### src/rtl/txfm_pkg.sv
package txfm_pkg;

    typedef enum logic [2:0] {
        ST_IDLE     = 3'd0,
        ST_WAIT_REG = 3'd1,
        ST_EXT_OFF  = 3'd2,
        ST_FAULT    = 3'd3,
        ST_TX_ON    = 3'd4
    } txfm_state_t;

    localparam int unsigned TXFM_NUM_TIMERS = 2;

endpackage

### src/rtl/txfm_mismatch_filter.sv
module txfm_mismatch_filter #(
    parameter int unsigned SAMPLES = 4
) (
    input  logic clk,
    input  logic rst_n,
    input  logic tick,
    input  logic run,
    input  logic want,
    input  logic seen,
    output logic flagged
);
    localparam int unsigned CW = $clog2(SAMPLES + 1);
    localparam logic [CW-1:0] TOP = CW'(SAMPLES);

    logic [CW-1:0] run_len_q;
    logic          differ;

    assign differ = want ^ seen;

    always_ff @(posedge clk or negedge rst_n) begin
        if (!rst_n) begin
            run_len_q <= '0;
        end else if (!run) begin
            run_len_q <= '0;
        end else if (tick) begin
            if (!differ)
                run_len_q <= '0;
            else if (run_len_q != TOP)
                run_len_q <= run_len_q + 1'b1;
        end
    end

    assign flagged = (run_len_q == TOP);

    // the count never passes its limit
    a_r3_count_bounded: assert property (@(posedge clk) disable iff (!rst_n)
        run_len_q <= TOP);

    // a matching sample on a tick restarts the count
    a_r4_match_restarts: assert property (@(posedge clk) disable iff (!rst_n)
        (tick && !differ) |=> (run_len_q == '0));

    // nothing accrues while deselected
    a_r5_idle_clear: assert property (@(posedge clk) disable iff (!rst_n)
        !run |=> (run_len_q == '0));

endmodule

### src/rtl/txfm_dom_timer.sv
module txfm_dom_timer #(
    parameter int unsigned LIMIT = 20000
) (
    input  logic clk,
    input  logic rst_n,
    input  logic tick,
    input  logic run,
    input  logic level,
    output logic expired
);
    localparam int unsigned TW = $clog2(LIMIT + 1);
    localparam logic [TW-1:0] END_CNT = TW'(LIMIT);

    logic [TW-1:0] held_q;

    always_ff @(posedge clk or negedge rst_n) begin
        if (!rst_n) begin
            held_q <= '0;
        end else if (!run || level) begin
            held_q <= '0;
        end else if (tick && (held_q != END_CNT)) begin
            held_q <= held_q + 1'b1;
        end
    end

    assign expired = (held_q == END_CNT);

    // a recessive level clears the timer on the next edge
    a_r9_recessive_clears: assert property (@(posedge clk) disable iff (!rst_n)
        (level || !run) |=> !expired);

    // the time-out does not appear unless a tick came while dominant
    a_r9_needs_tick: assert property (@(posedge clk) disable iff (!rst_n)
        (!expired && !tick) |=> !expired);

endmodule

### src/rtl/txfm_ctrl_fsm.sv
module txfm_ctrl_fsm
    import txfm_pkg::*;
(
    input  logic clk,
    input  logic rst_n,
    input  logic cs,
    input  logic reg_ok,
    input  logic pin_seen_hi,
    input  logic any_fault,
    output logic pull_low,
    output logic tx_on
);
    txfm_state_t state_q, state_d;

    always_comb begin
        state_d = state_q;
        unique case (state_q)
            ST_IDLE: begin
                if (cs) state_d = ST_WAIT_REG;                   // cs_rise
            end
            ST_WAIT_REG: begin
                if (!cs)            state_d = ST_IDLE;           // cs_fall
                else if (any_fault) state_d = ST_FAULT;          // fault_set
                else if (reg_ok)    state_d = ST_EXT_OFF;        // reg_good
            end
            ST_EXT_OFF: begin
                if (!cs)            state_d = ST_IDLE;
                else if (any_fault) state_d = ST_FAULT;
                else if (!reg_ok)   state_d = ST_WAIT_REG;       // reg_lost
                else if (pin_seen_hi) state_d = ST_TX_ON;        // pin_high
            end
            ST_TX_ON: begin
                if (!cs)            state_d = ST_IDLE;
                else if (any_fault) state_d = ST_FAULT;
                else if (!reg_ok)   state_d = ST_WAIT_REG;
                else if (!pin_seen_hi) state_d = ST_EXT_OFF;     // pin_low
            end
            ST_FAULT: begin
                if (!cs)             state_d = ST_IDLE;
                else if (!any_fault) state_d = ST_EXT_OFF;       // fault_clear
            end
            default: state_d = ST_IDLE;
        endcase
    end

    always_ff @(posedge clk or negedge rst_n) begin
        if (!rst_n) state_q <= ST_IDLE;
        else        state_q <= state_d;
    end

    always_ff @(posedge clk or negedge rst_n) begin
        if (!rst_n) begin
            pull_low <= 1'b0;
            tx_on    <= 1'b0;
        end else begin
            pull_low <= (state_d == ST_FAULT);
            tx_on    <= (state_d == ST_TX_ON);
        end
    end

    // deselect turns both outputs off
    a_r5_cs_low_off: assert property (@(posedge clk) disable iff (!rst_n)
        !cs |=> (!tx_on && !pull_low));

    // a low pin sample keeps the transmitter off
    a_r6_pin_low_off: assert property (@(posedge clk) disable iff (!rst_n)
        !pin_seen_hi |=> !tx_on);

    // regulator not stable means no transmit
    a_r10_reg_gate: assert property (@(posedge clk) disable iff (!rst_n)
        !reg_ok |=> !tx_on);

    // outputs are never both active
    a_r7_exclusive: assert property (@(posedge clk) disable iff (!rst_n)
        !(tx_on && pull_low));

endmodule

### src/rtl/txfault_monitor.sv
module txfault_monitor
    import txfm_pkg::*;
#(
    parameter int unsigned MM_SAMPLES = 4,
    parameter int unsigned DOM_TICKS  = 20000
) (
    input  logic clk,
    input  logic rst_n,
    input  logic tick,
    input  logic cs,
    input  logic txd,
    input  logic bus_rx,
    input  logic pin_in,
    input  logic int_fault,
    input  logic reg_ok,
    output logic pin_pull_low,
    output logic tx_en
);
    logic                        pin_smp_q;
    logic                        mm_flag;
    logic [TXFM_NUM_TIMERS-1:0]  dom_lvl;
    logic [TXFM_NUM_TIMERS-1:0]  dom_to;
    logic                        any_fault;

    // pin sampled only on timebase ticks; idles high
    always_ff @(posedge clk or negedge rst_n) begin
        if (!rst_n)    pin_smp_q <= 1'b1;
        else if (tick) pin_smp_q <= pin_in;
    end

    txfm_mismatch_filter #(.SAMPLES(MM_SAMPLES)) u_mm (
        .clk     (clk),
        .rst_n   (rst_n),
        .tick    (tick),
        .run     (cs),
        .want    (txd),
        .seen    (bus_rx),
        .flagged (mm_flag)
    );

    assign dom_lvl = {bus_rx, txd};

    for (genvar g = 0; g < TXFM_NUM_TIMERS; g++) begin : g_dom
        txfm_dom_timer #(.LIMIT(DOM_TICKS)) u_tmr (
            .clk     (clk),
            .rst_n   (rst_n),
            .tick    (tick),
            .run     (cs),
            .level   (dom_lvl[g]),
            .expired (dom_to[g])
        );
    end

    assign any_fault = mm_flag | (|dom_to) | int_fault;

    txfm_ctrl_fsm u_fsm (
        .clk         (clk),
        .rst_n       (rst_n),
        .cs          (cs),
        .reg_ok      (reg_ok),
        .pin_seen_hi (pin_smp_q),
        .any_fault   (any_fault),
        .pull_low    (pin_pull_low),
        .tx_on       (tx_en)
    );

    // an internal fault takes the transmitter down on the next edge
    a_r7_int_fault_off: assert property (@(posedge clk) disable iff (!rst_n)
        int_fault |=> !tx_en);

    // enable never appears while any fault source is active
    a_r8_no_enable_in_fault: assert property (@(posedge clk) disable iff (!rst_n)
        (any_fault && !tx_en) |=> !tx_en);

endmodule

### config.mk
export PLATFORM = sky130hd
export DESIGN_NAME = txfault_monitor
export DESIGN_NICKNAME = d
export VERILOG_FILES = /design/src/rtl/txfm_pkg.sv /design/src/rtl/txfm_mismatch_filter.sv /design/src/rtl/txfm_dom_timer.sv /design/src/rtl/txfm_ctrl_fsm.sv /design/src/rtl/txfault_monitor.sv
export SDC_FILE = /design/constraint.sdc
export NUM_CORES = 1
export LEC_CHECK = 0
export CORE_MARGIN = 5
export CORE_UTILIZATION = 59
export CTS_CLUSTER_SIZE = 25
export DETAILED_ROUTE_END_ITERATION = 10
export PLACE_DENSITY_LB_ADDON = 0.15
export SETUP_SLACK_MARGIN = 0.4
export SYNTH_ARGS = -nofsm -noshare
export SYNTH_HDL_FRONTEND = slang
export SYNTH_HIERARCHICAL = 1
export SYNTH_SLANG_ARGS = --single-unit
### constraint.sdc
create_clock -name clk -period 2.6 [get_ports clk]
set_clock_uncertainty 0.1 [all_clocks]
set_input_delay 0.52 -clock clk [delete_from_list [all_inputs] [get_ports clk]]
set_output_delay 0.52 -clock clk [all_outputs]
set_load 0.1 [all_outputs]
Word-level counts from Yosys, hierarchy flattened
Index checks and enable logic that the tools add are counted.
{"block": "totals", "out_inout_bits": 2, "inputBits": 9, "register_bits": 39}
{"block": "op_classes", "bitwise_logic": 3, "addsub": 3, "reduce_logical": 10, "eq_ne": 14, "n_mux": 23}
{"op": "$mux 15", "count": 4}
{"op": "$mux 3", "count": 18}
{"op": "$add 15x1->15 const B", "count": 2}
{"op": "$eq 15x15->1 const B", "count": 2}
{"op": "$ne 15x15->1 const B", "count": 2}
{"op": "$pmux 3 s5", "count": 1}
{"op": "$eq 3x2->1 const B", "count": 3}
{"op": "$eq 3x3->1 const B", "count": 3}
{"op": "$ne 3x3->1 const B", "count": 2}
{"op": "$reduce_bool 2->1", "count": 2}
{"op": "$add 3x1->3 const B", "count": 1}
{"op": "$eq 3x1->1 const B", "count": 1}
{"op": "$logic_not 3->1", "count": 1}
{"op": "$logic_and 1x1->1", "count": 2}
{"op": "$logic_or 1x1->1", "count": 2}
{"op": "$ne 2x2->1 const B", "count": 1}
{"op": "$or 1x1->1", "count": 2}
{"op": "$reduce_and 2->1", "count": 1}
{"op": "$reduce_or 2->1", "count": 1}
{"op": "$logic_not 1->1", "count": 1}
{"op": "$xor 1x1->1", "count": 1}

Longest topological paths before layout
Gate-level depths: netlist (run 1).
{"block": "logic_depth", "depth_word": 8, "mapped_depth": 8, "ltp_nobuf": 8}

By module
Netlist (run 1), hierarchy kept.
{"mod": "txfm_dom_timer", "cells_per_inst": 87, "area_each_um2": 834.6, "instances": 2}
{"mod": "txfm_ctrl_fsm", "cells_per_inst": 27, "area_each_um2": 274.0, "instances": 1}
{"mod": "txfm_mismatch_filter", "cells_per_inst": 24, "area_each_um2": 207.7, "instances": 1}
{"mod": "txfault_monitor", "cells_per_inst": 3, "area_each_um2": 45.0, "instances": 1}

Worst setup path before layout (run 1)
OpenSTA, ideal clock, no wires.
{"block": "synth_path", "path_kind": "register -> register", "from": "register g_dom[1].u_tmr.held_q[0]", "to": "register u_fsm.pull_low", "required_time_ps": 2381, "slack_ps": 335, "path_stages_with_launch": 9, "arrival_time_ps": 2046, "cell_sequence": "dfrtp_1 inv_1 ha_1 nor4bb_1 and4_1 or4_1 a221oi_1 o221ai_2 and2_1"}
{"block": "synth_via", "elab_chain_len": 8, "elab_cells_between_ends": 14}
{"element": "start, declared", "line": "txfm_dom_timer.sv:14", "rtl": "logic [TW-1:0] held_q;"}
{"element": "start signal, assigned", "line": "txfm_dom_timer.sv:22", "rtl": "held_q <= held_q + 1'b1;"}
{"element": "$eq 15x15->1 (*)", "line": "txfm_dom_timer.sv:26", "rtl": "assign expired = (held_q == END_CNT);"}
{"element": "via dom_to[1]", "line": "txfault_monitor.sv:22", "rtl": "logic [TXFM_NUM_TIMERS-1:0] dom_to;"}
{"element": "$reduce_or 2->1 (*)", "line": "txfault_monitor.sv:54", "rtl": "assign any_fault = mm_flag | (|dom_to) | int_fault;"}
{"element": "$or 1x1->1 (*) (2 in a row)", "line": "txfault_monitor.sv:54"}
{"element": "via any_fault", "line": "txfault_monitor.sv:23", "rtl": "logic any_fault;"}
{"element": "$mux 3 (on tied branches) (2 in a row)"}
{"element": "$pmux 3 s5 (*)", "line": "txfm_ctrl_fsm.sv:17", "rtl": "unique case (state_q)"}
{"element": "via u_fsm.state_d[1]", "line": "txfm_ctrl_fsm.sv:13", "rtl": "txfm_state_t state_q, state_d;"}
{"element": "$eq 3x2->1 (*)", "line": "txfm_ctrl_fsm.sv:56", "rtl": "pull_low <= (state_d == ST_FAULT);"}
{"element": "end signal, assigned", "line": "txfm_ctrl_fsm.sv:56"}
{"element": "end, declared", "line": "txfm_ctrl_fsm.sv:10", "rtl": "output logic pull_low,"}
The timed path passes the listed nets; every way through them passes the cells marked *.
A chain may end at the register's enable or synchronous reset.

Worst setup path in the final report (run 1)
{"block": "layout_path", "from": "register g_dom[0].u_tmr.held_q[1]", "to": "register u_fsm.pull_low"}
{"block": "layout_via", "elab_chain_len": 8, "elab_cells_between_ends": 14}
{"element": "start, declared", "line": "txfm_dom_timer.sv:14"}
{"element": "start signal, assigned", "line": "txfm_dom_timer.sv:22"}
{"element": "$eq 15x15->1 (*)", "line": "txfm_dom_timer.sv:26"}
{"element": "via dom_to[0]", "line": "txfault_monitor.sv:22"}
{"element": "$reduce_or 2->1 (*)", "line": "txfault_monitor.sv:54"}
{"element": "$or 1x1->1 (*) (2 in a row)", "line": "txfault_monitor.sv:54"}
{"element": "via any_fault", "line": "txfault_monitor.sv:23"}
{"element": "$mux 3 (on tied branches) (2 in a row)"}
{"element": "$pmux 3 s5 (*)", "line": "txfm_ctrl_fsm.sv:17"}
{"element": "via u_fsm.state_d[0]", "line": "txfm_ctrl_fsm.sv:13"}
{"element": "$eq 3x2->1 (*)", "line": "txfm_ctrl_fsm.sv:56"}
Marked as above.

==> flow_summary.yaml, run 1 <==
cts:
  cts_tree: "done"
  clock-sinks: 39
  cts_hold_buf: 0
  clockRootBuffer: "clkbuf_8"
  cts_made_buffers: 5
  clockBufferDepth: 2
  clk_latency_ps: 290
  clk_transition_reported_paths_ps: 80
  cts_max_level: 2
grt:
  antenna_found_initial: 0
  grt_overflow: 0
  grt_max_degree: 40
  grt_pass1_vias: 1719
  grt.total_usage_pct: 19.6
  grt_pass1_wl_um: 8020
final_layout:
  num_antenna_cells: 0
  area_growth_pct: 17.9
  finish.net_count: 273
  layout-drive-gt1-share_pct: 17.0
  final.fill_count: 293
  fin_area_um2: 2590
  final_core_util_pct: 71.3
placed_design:
  dp_hpwl_um: 3290
  postPlaceCellArea_um2: 2420
  place_congestion: 0.821
  portBuffers: 10
floorplan:
  fp-row-count: 22
  io_pins: 11
  die_h_um: 71.0
  die_width_um: 71.0
  coreArea_um2: 3630
  start_util_pct: 60.4
  die-area_um2: 5040
route:
  drt_iter0_markers: 89
  firstDrtPassIters: 4
  vias: 1779
  drc: 0
  routed_wl_um: 4660
  viasPerCell: 5.79
  avgRoutedWirePerCell_um: 15.2
  detail-route-antenna-nets: 0
synthesis:
  synth.avg_cell_area_um2: 9.63
  synth-main-ff-cell: "dfrtp_1"
  synth_seq_area_share_pct: 44.5
  syn_inst: 228
  synth_nets: 243
  synth-edff-count: 0
  syn_area_um2: 2200
  synth-seq-cells: 39
  synthArstFlopShare_pct: 100
  synthDistinctLibCells: 40
  synth_warnings: 6
timing:
  final.setup.tns_ps: 0
  min_period_ps: 2210
  rsz0062_at_grt: "yes"
  relSlewSlack_pct: 43.1
  finalMaxSlewViolations: 0
  worst_pin_slew_ps: 853
  finalSetupViolCount: 0
  min_period_over_period_pct: 85.2
  whs_ps: 224
  max_freq_mhz: 452
  hold_violations: 0
worst_setup_path:
  end_kind: "register"
  critical_path_class: "reg -> reg"
  cp-start-kind: "register"
  crit_required_ps: 2690
  crit_fanout: 4
  cp.arrival_ps: 2300
outcome:
  status: "completed"
power:
  power_leakage_nw: 1.07
  ir_drop_v: 0.000435
  total_power_mw: 1.28
  powerDensity_nw_per_um2: 493
run:
  drv_cap: 0
min_path:
  hp-class: "in -> async"
## power breakdown
| group | switching, mW | internal, mW | total (mW) |
|---|---|---|---|
| clock | 0.209 | 0.310 | 0.519 |
| combinational | 0.0726 | 0.0528 | 0.125 |
| sequential | 0.0139 | 0.617 | 0.631 |
| total | 0.295 | 0.980 | 1.28 |
## final cells by class
class / count / area [um^2] / area share (%)
sequential: 39 / 977 / 37.7
clock inverter: 2 / 35.0 / 1.35
tap: 48 / 60.1 / 2.32
clock buffer: 6 / 82.6 / 3.19
multi-input combinational: 171 / 1170 / 45.1
timing repair buffer: 26 / 210 / 8.12
inverter: 15 / 56.3 / 2.17
## registers in the layout (all words and copies together) (netlist names)
| signal | count |
|---|---|
| u_fsm/tx_on | 1 |
| g_dom.u_tmr/held_q | 30 |
| u_fsm/pull_low | 1 |
| u_mm/run_len_q | 3 |
| u_fsm/state_q | 3 |
| pin_smp_q | 1 |
## path summary, 6_finish.rpt
kind                                             endpoint  cells after the start                      start  slack (ps)
worst max-delay path                       u_fsm/pull_low                      9   g_dom[0].u_tmr/held_q[1]         390
max in group asynchronous        g_dom[0].u_tmr/held_q[0]                      1                      rst_n        1620
worst max register to register             u_fsm/pull_low                      9   g_dom[0].u_tmr/held_q[1]         390
worst min-delay path                    u_mm/run_len_q[2]                      1                      rst_n         220
worst min register to register  g_dom[1].u_tmr/held_q[14]                      2  g_dom[1].u_tmr/held_q[14]         450
min in group clk                g_dom[1].u_tmr/held_q[14]                      2  g_dom[1].u_tmr/held_q[14]         450
## cells in the mapped netlist, types with 2 or more instances
| cell type | instances | area [um^2] |
|---|---|---|
| a21oi_1 | 6 | 30.0 |
| a31o_2 | 4 | 35.0 |
| a41oi_1 | 2 | 17.5 |
| and2_1 | 3 | 18.8 |
| and2b_2 | 2 | 17.5 |
| and3_1 | 2 | 12.5 |
| and4_1 | 4 | 35.0 |
| clkbuf_1 | 2 | 7.51 |
| dfrtp_1 | 38 | 951 |
| ha_1 | 6 | 75.1 |
| inv_1 | 15 | 56.3 |
| nand2_1 | 23 | 86.3 |
| nand2b_1 | 2 | 12.5 |
| nand3_1 | 7 | 35.0 |
| nand3_4 | 2 | 35.0 |
| nand4_1 | 8 | 50.1 |
| nor2_1 | 28 | 105 |
| nor2b_1 | 2 | 12.5 |
| nor3_1 | 6 | 30.0 |
| nor4_1 | 8 | 50.1 |
| nor4b_1 | 2 | 17.5 |
| nor4bb_1 | 4 | 40.0 |
| o211ai_1 | 6 | 45.0 |
| o21ai_0 | 3 | 15.0 |
| o22ai_1 | 2 | 12.5 |
| o31ai_1 | 2 | 15.0 |
| or3_4 | 2 | 22.5 |
| or4_1 | 5 | 37.5 |
| xnor2_1 | 17 | 149 |
| xor2_1 | 5 | 43.8 |
## worst max-delay path, cell delays in order, from the launching register on
cell and delay (ps):
dfrtp_1 360, inv_1 70, ha_1 160, nor4bb_1 140, and4_1 190, or4_4 550
buf_4 170, a21oi_1 140, nor2_1 80, and2_1 150
## metal layers
metal | vias up | part of all wire, % | track usage (%) | routed length [um]
met1 | 859 | 48 | 28.6 | 2240
met5 | - | 0 | 0 | 0
met4 | 0 | 1.3 | 6.47 | 61
met2 | 34 | 46 | 29.4 | 2150
met3 | 8 | 4.4 | 3.98 | 205
li1 | 878 | - | - | -
## cell usage in the layout (no fill, tap or decap), types with 4 or more instances in the layout
master / instances
xnor2_1: 17
inv_1: 15
ha_1: 6
nor3_1: 6
a21oi_1: 6
nor2_1: 28
nor4_1: 8
nor4bb_1: 4
buf_4: 18
xor2_1: 5
or4_1: 4
nand4_1: 8
clkdlybuf4s50_1: 7
nand2_1: 23
dfrtp_1: 38
a31o_2: 4
clkbuf_8: 6
and4_1: 4
o211ai_1: 6
nand3_1: 7
## through the flow
step | setup slack, ps | std cells
finish | 386 | 307
global route | 328 | 307
CTS | 407 | 305
detailed placement | 285 | 293
global placement | 314 | 293
floorplan | 418 | 228
## logic make-up after synthesis
logic type	synth area share (%)
mux	0.513
compound gates	9.52
flops	44.5
buf+inv	3.25
simple gates	29.3
fa+ha+maj	3.42
xor+xnor	9.52
## repair_timing
| item | 4_1_cts | 5_1_grt |
|---|---|---|
| setup buffers | 4 | 2 |
| pin swaps | 1 | 3 |
| cloned | 0 | 0 |
| setup endpoints to repair | 1 | 1 |
| resized for setup | 0 | 1 |
Power figures use the tool's default switching activity.
==> inputs of run 2 (changes only) <==
--- a/config.mk
+++ b/config.mk
@@ -10,8 +10,10 @@
 export CTS_CLUSTER_SIZE = 25
 export DETAILED_ROUTE_END_ITERATION = 10
 export PLACE_DENSITY_LB_ADDON = 0.15
+export REMOVE_ABC_BUFFERS = 1
 export SETUP_SLACK_MARGIN = 0.4
 export SYNTH_ARGS = -nofsm -noshare
 export SYNTH_HDL_FRONTEND = slang
 export SYNTH_HIERARCHICAL = 1
 export SYNTH_SLANG_ARGS = --single-unit
+export TNS_END_PERCENT = 10
==> flow_summary.yaml, run 2 (same netlist as run 1, synthesis figures left out) <==
outcome:
  status: "completed"
route:
  viasPerCell: 5.75
  firstDrtPassIters: 4
  detail-route-antenna-nets: 0
  avgRoutedWirePerCell_um: 14.9
  vias: 1764
  drc: 0
  routed_wl_um: 4580
  drt_iter0_markers: 201
worst_setup_path:
  r2r_start: "g_dom[0].u_tmr/held_q[1]"
  end_kind: "register"
  cp.arrival_ps: 2270
  cp-start-kind: "register"
  reg2regPathDepth: 8
  cp-startpoint: "g_dom[0].u_tmr/held_q[1]"
  crit_required_ps: 2690
  r2r-end: "u_fsm/pull_low"
  crit_fanout: 4
  critical_path_class: "reg -> reg"
  reg2reg_slack_ps: 420
power:
  combPwrFrac_pct: 9.5
  clkPwrFrac_pct: 41.2
  power_leakage_nw: 1.07
  ir_drop_v: 0.000439
  p_sw_share_pct: 23.4
  p_int_mw: 0.977
  powerDensity_nw_per_um2: 495
  pwr-share-seq_pct: 49.4
  power_switching_mw: 0.298
cts:
  cts_made_buffers: 5
  cts_tree: "done"
  clockBufferDepth: 2
  clockRootBuffer: "clkbuf_8"
  clk_latency_ps: 290
  clock-sinks: 39
  clk_transition_reported_paths_ps: 80
  cts_hold_buf: 0
  cts_max_level: 2
timing:
  finalSetupViolCount: 0
  min_period_ps: 2180
  max_freq_mhz: 459
  rsz0062_at_grt: "yes"
  finalMaxSlewViolations: 0
  relSlewSlack_pct: 44.2
  worst_pin_slew_ps: 837
  min_period_over_period_pct: 83.9
  hold_violations: 0
  final.setup.tns_ps: 0
final_layout:
  final_core_util_pct: 71.0
  final_common_cell: "dfrtp_1"
  area_growth_pct: 17.4
  layout-drive-gt1-share_pct: 17.0
  final_cell_mix: "dfrtp_1, nor2_1, nand2_1"
  largestRegisters: "g_dom.u_tmr/held_q (30), u_fsm/state_q (3), u_mm/run_len_q (3)"
  largest_register_ffs: 30
  regMostFlops: "g_dom.u_tmr/held_q"
  num_antenna_cells: 0
  fin_area_um2: 2580
  finish.net_count: 273
grt:
  grt_max_degree: 40
  grt_overflow: 0
  grt_pass1_wl_um: 8270
  grt.total_usage_pct: 20.1
  antenna_found_initial: 0
  grt_pass1_vias: 1774
min_path:
  hp-class: "in -> async"
floorplan:
  start_util_pct: 60.4
  die_h_um: 71.0
  coreArea_um2: 3630
  die_width_um: 71.0
  die-area_um2: 5040
  io_pins: 11
  fp-row-count: 22
placed_design:
  dp_hpwl_um: 3130
  postPlaceCellArea_um2: 2410
  portBuffers: 10
  place_congestion: 0.835
run:
  drv_cap: 0
==> run 2: cell counts in the layout (fill, tap and decap cells not counted) <==
No cell type changed its count.
==> run 2: worst max path at each step <==
stage,to,cells after the start
after floorplan,u_fsm/pull_low,8
after global placement,u_fsm/pull_low,8
after detailed placement,u_fsm/pull_low,8
after CTS,u_fsm/pull_low,8
after global routing,u_fsm/pull_low,8
final,u_fsm/pull_low,8
==> run 2: metrics by stage <==
step	worst slack [ps]	std cells	power (mW)	hold WS, ps
after detailed placement	150	293	0.754	407
after global placement	233	293	0.751	401
after floorplan	335	225	0.699	124
after CTS	425	306	1.28	273
after global routing	328	307	1.33	307
final	419	307	1.28	225
==> run 2: critical path: stages, from the launching register on <==
cell and delay (ps):
dfrtp_1 370, inv_1 60, ha_1 170, nor4bb_1 140
and4_1 190, or4_4 540, a221oi_2 210, o221ai_2 150
and2_1 150
==> run 2: timing repair <==
item                       CTS  global route
pin swaps                    2             2
resized for setup            2             0
buffers inserted             5             1
setup endpoints to repair    2             1
==> run 2: final cells by class <==
type | instances | area (um^2)
Fill cell | 272 | 1050
Clock inverter | 2 | 35.0
Inverter | 15 | 56.3
Clock buffer | 6 | 82.6
Timing Repair Buffer | 26 | 210
Tap cell | 48 | 60.1
Multi-Input combinational cell | 171 | 1160
Sequential cell | 39 | 977
==> run 2: metal layers <==
metal	GRT usage, %	up-vias	routed length (um)
li1	-	877	-
met1	28.7	839	2300
met2	30.3	40	2010
met3	5.40	8	211
met4	5.64	0	64
met5	0	-	0
==> run 2: power groups by stage <==
stage | Sequential (mW) | Clock, mW | Combinational (mW)
finish | 0.630 | 0.525 | 0.121
global route | 0.631 | 0.569 | 0.134
detailed placement | 0.642 | 0 | 0.112
floorplan | 0.648 | 0 | 0.0512
global placement | 0.642 | 0 | 0.110
CTS | 0.629 | 0.528 | 0.121
